$ cat config.mk
export PLATFORM = sky130hd
export DESIGN_NAME = baud_tick_gen
export DESIGN_NICKNAME = d
export VERILOG_FILES = /design/src/rtl/baud_pkg.sv /design/src/rtl/baud_ctrl_regs.sv /design/src/rtl/baud_prescaler.sv /design/src/rtl/baud_reload_div.sv /design/src/rtl/baud_tick_gen.sv
export SDC_FILE = /design/constraint.sdc
export NUM_CORES = 1
export LEC_CHECK = 0
export ABC_AREA = 1
export CORE_MARGIN = 1.5
export CORE_UTILIZATION = 40
export DETAILED_ROUTE_END_ITERATION = 10
export PLACE_DENSITY = 0.69
export SYNTH_ARGS = -nofsm -noshare
export SYNTH_HDL_FRONTEND = slang
export SYNTH_SLANG_ARGS = --single-unit
$ cat constraint.sdc
create_clock -name clk -period 2.9 [get_ports clk]
set_clock_uncertainty 0.1 [all_clocks]
set_input_delay 0.58 -clock clk [delete_from_list [all_inputs] [get_ports clk]]
set_output_delay 0.58 -clock clk [all_outputs]
set_load 0.005 [all_outputs]
$ cat src/rtl/baud_pkg.sv
// Package: shared constants and the prescale decode for the baud tick generator.
// Assumes an 8-bit register bus; offsets and bit positions are software-visible.
package baud_pkg;
    localparam int CTRL_OFS   = 0;
    localparam int RELOAD_OFS = 1;
    localparam int SRC_BIT    = 7;
    localparam int RUN_BIT    = 6;
    localparam int PRE_W      = 6;

    // Map the 2-bit prescale code to its ratio in source pulses.
    function automatic logic [PRE_W-1:0] presc_div(input logic [1:0] code);
        case (code)
            2'b00:   presc_div = PRE_W'(12);
            2'b01:   presc_div = PRE_W'(4);
            2'b10:   presc_div = PRE_W'(48);
            default: presc_div = PRE_W'(1);
        endcase
    endfunction
endpackage

$ cat src/rtl/baud_ctrl_regs.sv
// Module: control and reload registers of the baud generator.
// Holds the source, run and prescale fields plus the reload bytes; the
// reserved control bits are not stored. Assumes single-cycle write strobes.
module baud_ctrl_regs
    import baud_pkg::*;
#(
    parameter int DATA_W   = 8,
    parameter int RELOAD_W = 16,
    parameter int ADDR_W   = 2
) (
    input  logic                clk,
    input  logic                rst_n,
    input  logic [ADDR_W-1:0]   reg_addr,
    input  logic                reg_we,
    input  logic [DATA_W-1:0]   reg_wdata,
    output logic [DATA_W-1:0]   reg_rdata,
    output logic                src_sel,
    output logic                run,
    output logic [1:0]          ps_code,
    output logic [RELOAD_W-1:0] reload
);
    localparam int NB = RELOAD_W / DATA_W;

    logic                           src_q;
    logic                           run_q;
    logic [1:0]                     ps_q;
    logic [NB-1:0][DATA_W-1:0]      rl_q;

    // Control byte: capture only the implemented fields.
    always_ff @(posedge clk) begin
        if (!rst_n) begin
            src_q <= 1'b0;
            run_q <= 1'b0;
            ps_q  <= 2'b00;
        end else if (reg_we && reg_addr == ADDR_W'(CTRL_OFS)) begin
            src_q <= reg_wdata[SRC_BIT];
            run_q <= reg_wdata[RUN_BIT];
            ps_q  <= reg_wdata[1:0];
        end
    end

    // Reload bytes, least significant at the lowest offset.
    always_ff @(posedge clk) begin
        if (!rst_n) begin
            rl_q <= '0;
        end else if (reg_we) begin
            for (int b = 0; b < NB; b++) begin
                if (reg_addr == ADDR_W'(RELOAD_OFS + b))
                    rl_q[b] <= reg_wdata;
            end
        end
    end

    // Read multiplexer; reserved bits and unmapped offsets return zero.
    always_comb begin
        reg_rdata = '0;
        if (reg_addr == ADDR_W'(CTRL_OFS)) begin
            reg_rdata[SRC_BIT] = src_q;
            reg_rdata[RUN_BIT] = run_q;
            reg_rdata[1:0]     = ps_q;
        end
        for (int b = 0; b < NB; b++) begin
            if (reg_addr == ADDR_W'(RELOAD_OFS + b))
                reg_rdata = rl_q[b];
        end
    end

    assign src_sel = src_q;
    assign run     = run_q;
    assign ps_code = ps_q;
    assign reload  = rl_q;
endmodule

$ cat src/rtl/baud_prescaler.sv
// Module: source select and coded prescaler.
// Counts pulses of the selected source and flags the pulse that ends a
// prescaler period. Source and ratio come straight from the registers while
// the count is zero and are frozen for the rest of the period, so a change
// never cuts a period short. Assumes both sources are enables in clk's domain.
module baud_prescaler
    import baud_pkg::*;
(
    input  logic       clk,
    input  logic       rst_n,
    input  logic       run,
    input  logic       sys_en,
    input  logic       alt_en,
    input  logic       src_sel,
    input  logic [1:0] ps_code,
    output logic       pre_tick
);
    logic [PRE_W-1:0] pcnt;
    logic             src_act;
    logic [PRE_W-1:0] div_act;
    logic             src_eff;
    logic [PRE_W-1:0] div_eff;
    logic             pulse;
    logic             last;

    // Pick live settings at a period boundary, frozen ones inside a period.
    always_comb begin
        src_eff  = (pcnt == '0) ? src_sel : src_act;
        div_eff  = (pcnt == '0) ? presc_div(ps_code) : div_act;
        pulse    = src_eff ? alt_en : sys_en;
        last     = (pcnt == div_eff - PRE_W'(1));
        pre_tick = run && pulse && last;
    end

    // Period counter, cleared while stopped; freezes settings on first pulse.
    always_ff @(posedge clk) begin
        if (!rst_n || !run) begin
            pcnt    <= '0;
            src_act <= 1'b0;
            div_act <= PRE_W'(1);
        end else if (pulse) begin
            if (last) begin
                pcnt <= '0;
            end else begin
                if (pcnt == '0) begin
                    src_act <= src_eff;
                    div_act <= div_eff;
                end
                pcnt <= pcnt + PRE_W'(1);
            end
        end
    end
endmodule

$ cat src/rtl/baud_reload_div.sv
// Module: reload divider after the prescaler.
// Counts prescaler outputs and wraps once the count reaches or passes the
// reload value, registering a one-cycle tick. The >= compare bounds the
// period when the reload is lowered mid-count.
module baud_reload_div #(
    parameter int RELOAD_W = 16
) (
    input  logic                clk,
    input  logic                rst_n,
    input  logic                run,
    input  logic                pre_tick,
    input  logic [RELOAD_W-1:0] reload,
    output logic                baud_tick
);
    logic [RELOAD_W-1:0] dcnt;

    // Reload count and registered tick, both cleared while stopped.
    always_ff @(posedge clk) begin
        if (!rst_n || !run) begin
            dcnt      <= '0;
            baud_tick <= 1'b0;
        end else begin
            baud_tick <= 1'b0;
            if (pre_tick) begin
                if (dcnt >= reload) begin
                    dcnt      <= '0;
                    baud_tick <= 1'b1;
                end else begin
                    dcnt <= dcnt + RELOAD_W'(1);
                end
            end
        end
    end
endmodule

$ cat src/rtl/baud_tick_gen.sv
// Module: top of the prescaled UART baud tick generator.
// Registers feed a source-select prescaler and then a reload divider; the
// run bit is exported to the UART engines. Fully synchronous to clk.
module baud_tick_gen #(
    parameter int DATA_W   = 8,
    parameter int RELOAD_W = 16,
    parameter int ADDR_W   = 2
) (
    input  logic              clk,
    input  logic              rst_n,
    input  logic              sys_en,
    input  logic              alt_en,
    input  logic [ADDR_W-1:0] reg_addr,
    input  logic              reg_we,
    input  logic [DATA_W-1:0] reg_wdata,
    output logic [DATA_W-1:0] reg_rdata,
    output logic              baud_tick,
    output logic              uart_run
);
    logic                src_sel;
    logic                run;
    logic [1:0]          ps_code;
    logic [RELOAD_W-1:0] reload_w;
    logic                pre_tick;

    baud_ctrl_regs #(
        .DATA_W   (DATA_W),
        .RELOAD_W (RELOAD_W),
        .ADDR_W   (ADDR_W)
    ) u_regs (
        .clk       (clk),
        .rst_n     (rst_n),
        .reg_addr  (reg_addr),
        .reg_we    (reg_we),
        .reg_wdata (reg_wdata),
        .reg_rdata (reg_rdata),
        .src_sel   (src_sel),
        .run       (run),
        .ps_code   (ps_code),
        .reload    (reload_w)
    );

    baud_prescaler u_pre (
        .clk      (clk),
        .rst_n    (rst_n),
        .run      (run),
        .sys_en   (sys_en),
        .alt_en   (alt_en),
        .src_sel  (src_sel),
        .ps_code  (ps_code),
        .pre_tick (pre_tick)
    );

    baud_reload_div #(
        .RELOAD_W (RELOAD_W)
    ) u_div (
        .clk       (clk),
        .rst_n     (rst_n),
        .run       (run),
        .pre_tick  (pre_tick),
        .reload    (reload_w),
        .baud_tick (baud_tick)
    );

    assign uart_run = run;
endmodule

==> metrics.md, run 1 <==
| Metric | Value |
|---|---|
| Area enclosed by the die boundary | `8430 µm²` |
| Sum of routed wire segments on met1 | `3560 µm` |
| Clk Latency, worst-skew pair | `310 ps` |
| Root cell of the clock tree | `sky130_fd_sc_hd__clkbuf_8` |
| Number of CTS-inserted buffers | `5` |
| Final setup violating endpoints | `0` |
| Synthesis warning total | `0` |
| Pint | `1.06 mW` |
| Minimum period implied by the final worst setup slack | `2810 ps` |
| Global-route wire length before repair | `about 13000 µm` |
| Clk pin slew, worst setup/hold paths | `100 ps` |
| Vias in the first global route | `2876` |
| Critical path class | `in2out` |
| Total wirelength of the detailed-routed design | `7540 µm` |
| Switching Share | `28.7%` |
| Antenna Nets Post-Route | `0` |
| Fraction of power consumed by the clock network | `between 30 and 40%` |
| Count of H-tree levels built during CTS | `2` |
| Nets in the synthesized netlist | `491` |
| Tightest Hold Check Type | `reg2reg` |
| Combinational cell fraction of total power | `17.8%` |
| Top Metal Used | `met4` |
| Clock tree from TritonCTS | `done` |
| Final cycle utilization of the critical path | `96.9%` |
| Number of hold buffers added after cts | `0` |
| Proportion of layout cells with a drive suffix above 1 | `9.90%` |
| Number of DRC violations after detailed routing | `0` |
| Startpoint kind of the worst setup timing path | `input pin` |
| Number of library cell types mapped by synthesis | `31` |
| Net total in the final layout | `518` |
| Detailed router's first-iteration violation count | `~140` |
| Status | `completed` |
| TritonRoute pass-1 iters | `6` |
| Overall power | `1.49 mW` |
| Flop and latch count out of synthesis | `50` |
| Final worst setup slack | `90.5 ps` |
| Maximum number of pins on one net before global-route repair | `22` |
| Post-placement setup slack | `-14.0 ps` |
| NetSw | `427 µW` |
| Static Leakage | `1.45 nW` |
| Clock Sink Count | `50` |
| RSZ-0062 raised after global routing | `false` |
| Final HPWL DP | `about 5700 µm` |
| Worst-margin pin slew | `647 ps` |
| Final setup TNS | `0 ps` |
| Hold Fails Final Rpt | `0` |
| Boundary Pins | `25` |
| Fill cell instance count of the final layout | `800` |
| Congestion Overflow GR | `0` |
| Starting density of the core | `41.0%` |
| GPL Wtd Cong | `0.899` |
| Number of max-cap violations | `0` |
| Count of buffers from port buffering | `24` |
| Mean instance size in the synthesized netlist | `6.90 µm²` |
| Via count | `3040` |
| Wire length on met2 | `approximately 3700 µm` |
| Wire length per cell | `12.8 µm` |
| Part of the Yosys area used for sequential elements | `31.7%` |
| All-layer global routing usage | `19.0%` |
| Signal arrival time at the worst endpoint | `2130 ps` |
| Chip Height | `91.8 µm` |
| Flop pwr share | `47.8%` |
| Area taken by flip-flops and latches | `about 1000 µm²` |
| Worst IR Drop VDD | `0.197 mV` |
| FF-to-FF setup slack | `a little under 300 ps` |
| Netlist Area Pre-Place | `3160 µm²` |
| Most common library cell in the layout ignoring fill and taps | `sky130_fd_sc_hd__nand2_1` |
| Crit-path max FO | `4` |
| Routed vias/inst | `roughly 5.2` |
| PwrDens | `407 nW/µm²` |
| Commonest non-fill, non-tap cells in the layout | `sky130_fd_sc_hd__nand2_1, sky130_fd_sc_hd__inv_1, sky130_fd_sc_hd__a21oi_1, sky130_fd_sc_hd__dfxtp_1, sky130_fd_sc_hd__nor2_1` |
| Die W | `91.8 µm` |
| Number of standard cells after synthesis | `457` |
| Area of the core region | `between 7000 and 8000 µm²` |
| Element type at the critical path end | `primary output` |
| Max-slew violation count | `0` |
| Antenna violations before repair | `0` |
| Worst slew margin relative to its limit | `56.8%` |
| Share of the core filled with cells in the final layout | `47.5%` |
| Site Rows | `32` |
| Multi-input gate area | `1880 µm²` |
| Area overhead of the layout relative to synthesis | `15.7%` |
| # diodes | `0` |
| Data required time at the worst endpoint | `2220 ps` |
| Achievable frequency | `approximately 360 MHz` |
| Met3 WL | `199 µm` |
| Maximum buffer depth of the clock tree | `2` |
## sequential cells by signal, indices dropped and copies added (netlist names)
name / flops
u_div.baud_tick: 1
u_div.dcnt: 16
u_pre.div_act: 6
u_pre.pcnt: 6
u_pre.src_act: 1
u_regs.ps_code: 2
u_regs.reload: 16
u_regs.run: 1
u_regs.src_sel: 1
## cells in the mapped netlist, drive strengths merged
cell type	number	area [µm²]
nor3	3	15.0
inv	52	195
nand2	103	412
buf	9	73.8
o21a	1	7.51
ha	19	238
nand4	32	200
o221ai	4	35.0
dfxtp	50	1000
nor4	1	6.26
o21ai	28	148
nor2	48	205
or2	2	12.5
xor2	14	123
a21oi	50	250
nand3	28	165
o22ai	4	25.0
xnor2	2	17.5
clkbuf	7	26.3
## cell families (layout without fill, tap and decap cells)
| logic type | Yosys count | after routing | synth area share, % |
|---|---|---|---|
| flops | 50 | 50 | 31.7 |
| xor+xnor | 16 | 16 | 4.44 |
| buf+inv | 68 | 96 | 9.36 |
| simple gates | 217 | 217 | 32.2 |
| fa+ha+maj | 19 | 19 | 7.53 |
| compound gates | 87 | 87 | 14.7 |
## cell type report
type                    count  area share, %
inverters                  52           5.34
clock inverters             3           1.23
well taps                 102           3.49
flip-flops and latches     50           27.4
clock buffers               5           1.88
repair buffers             36           9.04
multi-input cells         339           51.6
## routing by layer
metal,track usage (%),vias to the layer above
met5,0,-
met3,2.74,13
met4,5.51,0
met2,34.1,51
met1,23.5,1387
li1,-,1589
## metrics by stage
stage               instance area, µm²  cells  hold WS [ps]
floorplan                         3160    457           329
global placement                  3500    577           341
detailed placement                3500    577           341
CTS                               3610    585           359
global route                      3650    587           380
finish                            3650    587           357
## power by group through the flow
stage          clock, mW  combinational, mW  sequential [mW]
5_1_grt            0.546              0.297            0.712
4_1_cts            0.521              0.255            0.711
2_1_floorplan          0              0.179            0.725
6_report           0.512              0.265            0.710
3_5_place_dp           0              0.254            0.727
3_3_place_gp           0              0.249            0.726
## critical path, stage by stage
cell and delay [ps]:
sky130_fd_sc_hd__clkdlybuf4s50_1 490, sky130_fd_sc_hd__inv_1 90, sky130_fd_sc_hd__nor2_2 170, sky130_fd_sc_hd__buf_4 150, sky130_fd_sc_hd__nand2_1 50, sky130_fd_sc_hd__o221ai_1 70, sky130_fd_sc_hd__clkdlybuf4s50_1 530
## final timing paths
kind | from | to | cells after the start
max reg2reg | u_pre.pcnt[0] | u_div.dcnt[0] | 15
max | reg_addr[1] | reg_rdata[1] | 7
min reg2reg | u_pre.div_act[1] | u_pre.div_act[1] | 2
min | u_pre.div_act[1] | u_pre.div_act[1] | 2
## what timing repair did
action / 4_1_cts / 5_1_grt
buffers inserted: 0 / 2
endpoints found under the setup margin: 5 / 23
pin swaps: 0 / 1
gates resized for setup: 1 / 4
cloned: 0 / 0
(Power assumes the default switching activity.)
==> run 2, diff against run 1 <==
--- a/config.mk
+++ b/config.mk
@@ -10,6 +10,7 @@
 export CORE_UTILIZATION = 40
 export DETAILED_ROUTE_END_ITERATION = 10
 export PLACE_DENSITY = 0.69
+export SLEW_MARGIN = 15
 export SYNTH_ARGS = -nofsm -noshare
 export SYNTH_HDL_FRONTEND = slang
 export SYNTH_SLANG_ARGS = --single-unit
==> results of run 2 <==
Final layout, timing and power as in run 1 (identical DEF).
==> run 3, diff against run 2 <==
--- a/config.mk
+++ b/config.mk
@@ -7,9 +7,9 @@
 export LEC_CHECK = 0
 export ABC_AREA = 1
 export CORE_MARGIN = 1.5
-export CORE_UTILIZATION = 40
+export CORE_UTILIZATION = 57
 export DETAILED_ROUTE_END_ITERATION = 10
-export PLACE_DENSITY = 0.69
+export PLACE_DENSITY = 0.89
 export SLEW_MARGIN = 15
 export SYNTH_ARGS = -nofsm -noshare
 export SYNTH_HDL_FRONTEND = slang
==> metrics.md, run 3 (same netlist as run 1, synthesis figures left out) <==
| Metric | Value |
|---|---|
| Status | `completed` |
| Commonest non-fill, non-tap cells in the layout | `sky130_fd_sc_hd__nand2_1, sky130_fd_sc_hd__inv_1, sky130_fd_sc_hd__a21oi_1, sky130_fd_sc_hd__dfxtp_1, sky130_fd_sc_hd__nor2_1` |
| Wire length per cell | `13.8 µm` |
| Critical-path top delay cell | `sky130_fd_sc_hd__clkdlybuf4s50_1` |
| Final worst setup slack | `between 40 and 50 ps` |
| Crit-path max FO | `8` |
| Final HPWL DP | `5620 µm` |
| Proportion of layout cells with a drive suffix above 1 | `roughly 8.2%` |
| Maximum buffer depth of the clock tree | `2` |
| Overall power | `around 1.4 mW` |
| Worst IR Drop VDD | `0.282 mV` |
| Antenna Nets Post-Route | `0` |
| Count of buffers from port buffering | `24` |
| Cell family with the largest share of critical-path delay | `buffers and inverters` |
| Worst stage delay on the critical path | `around 560 ps` |
| Static Leakage | `1.41 nW` |
| Share of the core filled with cells in the final layout | `67.3%` |
| Clk pin slew, worst setup/hold paths | `100 ps` |
| Antenna violations before repair | `0` |
| Max-slew violation count | `0` |
| Tightest Hold Check Type | `reg2reg` |
| Boundary Pins | `25` |
| Clock tree from TritonCTS | `done` |
| Area enclosed by the die boundary | `5990 µm²` |
| Critical path class | `in2out` |
| Worst slew margin relative to its limit | `57.5%` |
| Detailed router's first-iteration violation count | `187` |
| Clock Sink Count | `50` |
| RSZ-0062 raised after global routing | `true` |
| Site Rows | `26` |
| Global-route wire length before repair | `12700 µm` |
| Startpoint kind of the worst setup timing path | `input pin` |
| FF-to-FF Start | `u_pre.pcnt[0]` |
| Worst flop-to-flop path endpoint | `u_div.dcnt[0]` |
| Cell type with the highest occurrence count on the critical path | `sky130_fd_sc_hd__clkdlybuf4s50_1` |
| Post-placement setup slack | `-55.3 ps` |
| Critical path, cell by cell | `clkdlybuf4s50_1 -> nand2_1 -> o221ai_1 -> clkdlybuf4s50_1` |
| Final setup violating endpoints | `0` |
| Chip Height | `about 77 µm` |
| TritonRoute pass-1 iters | `5` |
| Total wirelength of the detailed-routed design | `7540 µm` |
| Count of H-tree levels built during CTS | `2` |
| Congestion Overflow GR | `0` |
| Area overhead of the layout relative to synthesis | `11.7%` |
| Most common library cell in the layout ignoring fill and taps | `sky130_fd_sc_hd__nand2_1` |
| Beginning of the critical path | `reg_addr[0]` |
| Data required time at the worst endpoint | `approximately 2200 ps` |
| PwrDens | `around 390 nW/µm²` |
| Endpoint, Worst Hold | `u_pre.div_act[1]` |
| Maximum number of pins on one net before global-route repair | `21` |
| Element type at the critical path end | `primary output` |
| Vias in the first global route | `roughly 2900` |
| Worst-margin pin slew | `636 ps` |
| Number of max-cap violations | `0` |
| Depth of the worst register-to-register path | `15` |
| Starting density of the core | `60.2%` |
| Via count | `about 3100` |
| Area of the core region | `5240 µm²` |
| Signal arrival time at the worst endpoint | `2180 ps` |
| All-layer global routing usage | `26.0%` |
| Root cell of the clock tree | `sky130_fd_sc_hd__clkbuf_8` |
| Net total in the final layout | `512` |
| Final cycle utilization of the critical path | `98.6%` |
| Number of buffer and inverter stages on the critical path | `2` |
| # diodes | `0` |
| FF-to-FF setup slack | `roughly 220 ps` |
| Number of CTS-inserted buffers | `5` |
| Achievable frequency | `350 MHz` |
| GPL Wtd Cong | `0.880` |
| Die W | `around 77 µm` |
| Total cell area at the placement stage | `3430 µm²` |
| Number of stages on the worst hold path | `2` |
| Clk Latency, worst-skew pair | `310 ps` |
| Worst min-delay path startpoint | `u_pre.div_act[1]` |
| Minimum period implied by the final worst setup slack | `~2900 ps` |
| Final design area excluding fillers | `between 3000 and 4000 µm²` |
| Routed vias/inst | `5.70` |
| Hold Fails Final Rpt | `0` |
| Number of DRC violations after detailed routing | `0` |
[run 3: final cells by class]
type                            count  area [µm²]
Fill cell                         444        1710
Inverter                           52         195
Clock inverter                      1        7.51
Timing Repair Buffer               30         285
Tap cell                           70        87.6
Multi-Input combinational cell    339        1870
Clock buffer                        6        72.6
Sequential cell                    50        1000
[run 3: how the worst max path moves through the flow]
stage          slack, ps                to  depth (start not counted)
2_1_floorplan        690  u_pre.div_act[2]                         17
3_3_place_gp          30      reg_rdata[4]                          6
3_5_place_dp         -60      reg_rdata[2]                          6
4_1_cts               50      reg_rdata[2]                          6
5_1_grt              -50      reg_rdata[2]                          6
6_report              40      reg_rdata[6]                          4
[run 3: repair_timing]
item / in CTS / in global routing
hold endpoints to repair: 0 / 0
pin swaps: 0 / 0
buffers inserted: 0 / 0
hold buffers: 0 / 0
resized for setup: 1 / 2
setup endpoints to repair: 4 / 20
[run 3: power breakdown]
part	switching (mW)	internal [mW]	leakage [nW]
clock	0.235	0.166	0.0373
sequential	0.00723	0.703	0.405
combinational	0.164	0.0916	0.964
total	0.407	0.960	1.41
[run 3: tightest hold or removal path: cells and delay by family, from the launching register on]
kind | cells | cell delay (ps)
and+or+nand+nor | 2 | 90
DFF | 1 | 330
[run 3: through the flow]
stage	TNS (ps)	std cells	hold WS, ps
finish	0	548	356
global placement	0	541	341
detailed placement	-80.0	541	344
floorplan	0	457	329
CTS	0	548	359
global route	-143	548	369
[run 3: per-layer routing]
metal	wire length, µm	share of wire, %	vias up	GRT usage (%)
li1	-	-	1573	-
met2	3690	49	94	45.5
met4	233	3.1	0	11.8
met1	3250	43	1438	30.9
met3	370	4.9	20	4.24
met5	0	0	-	0
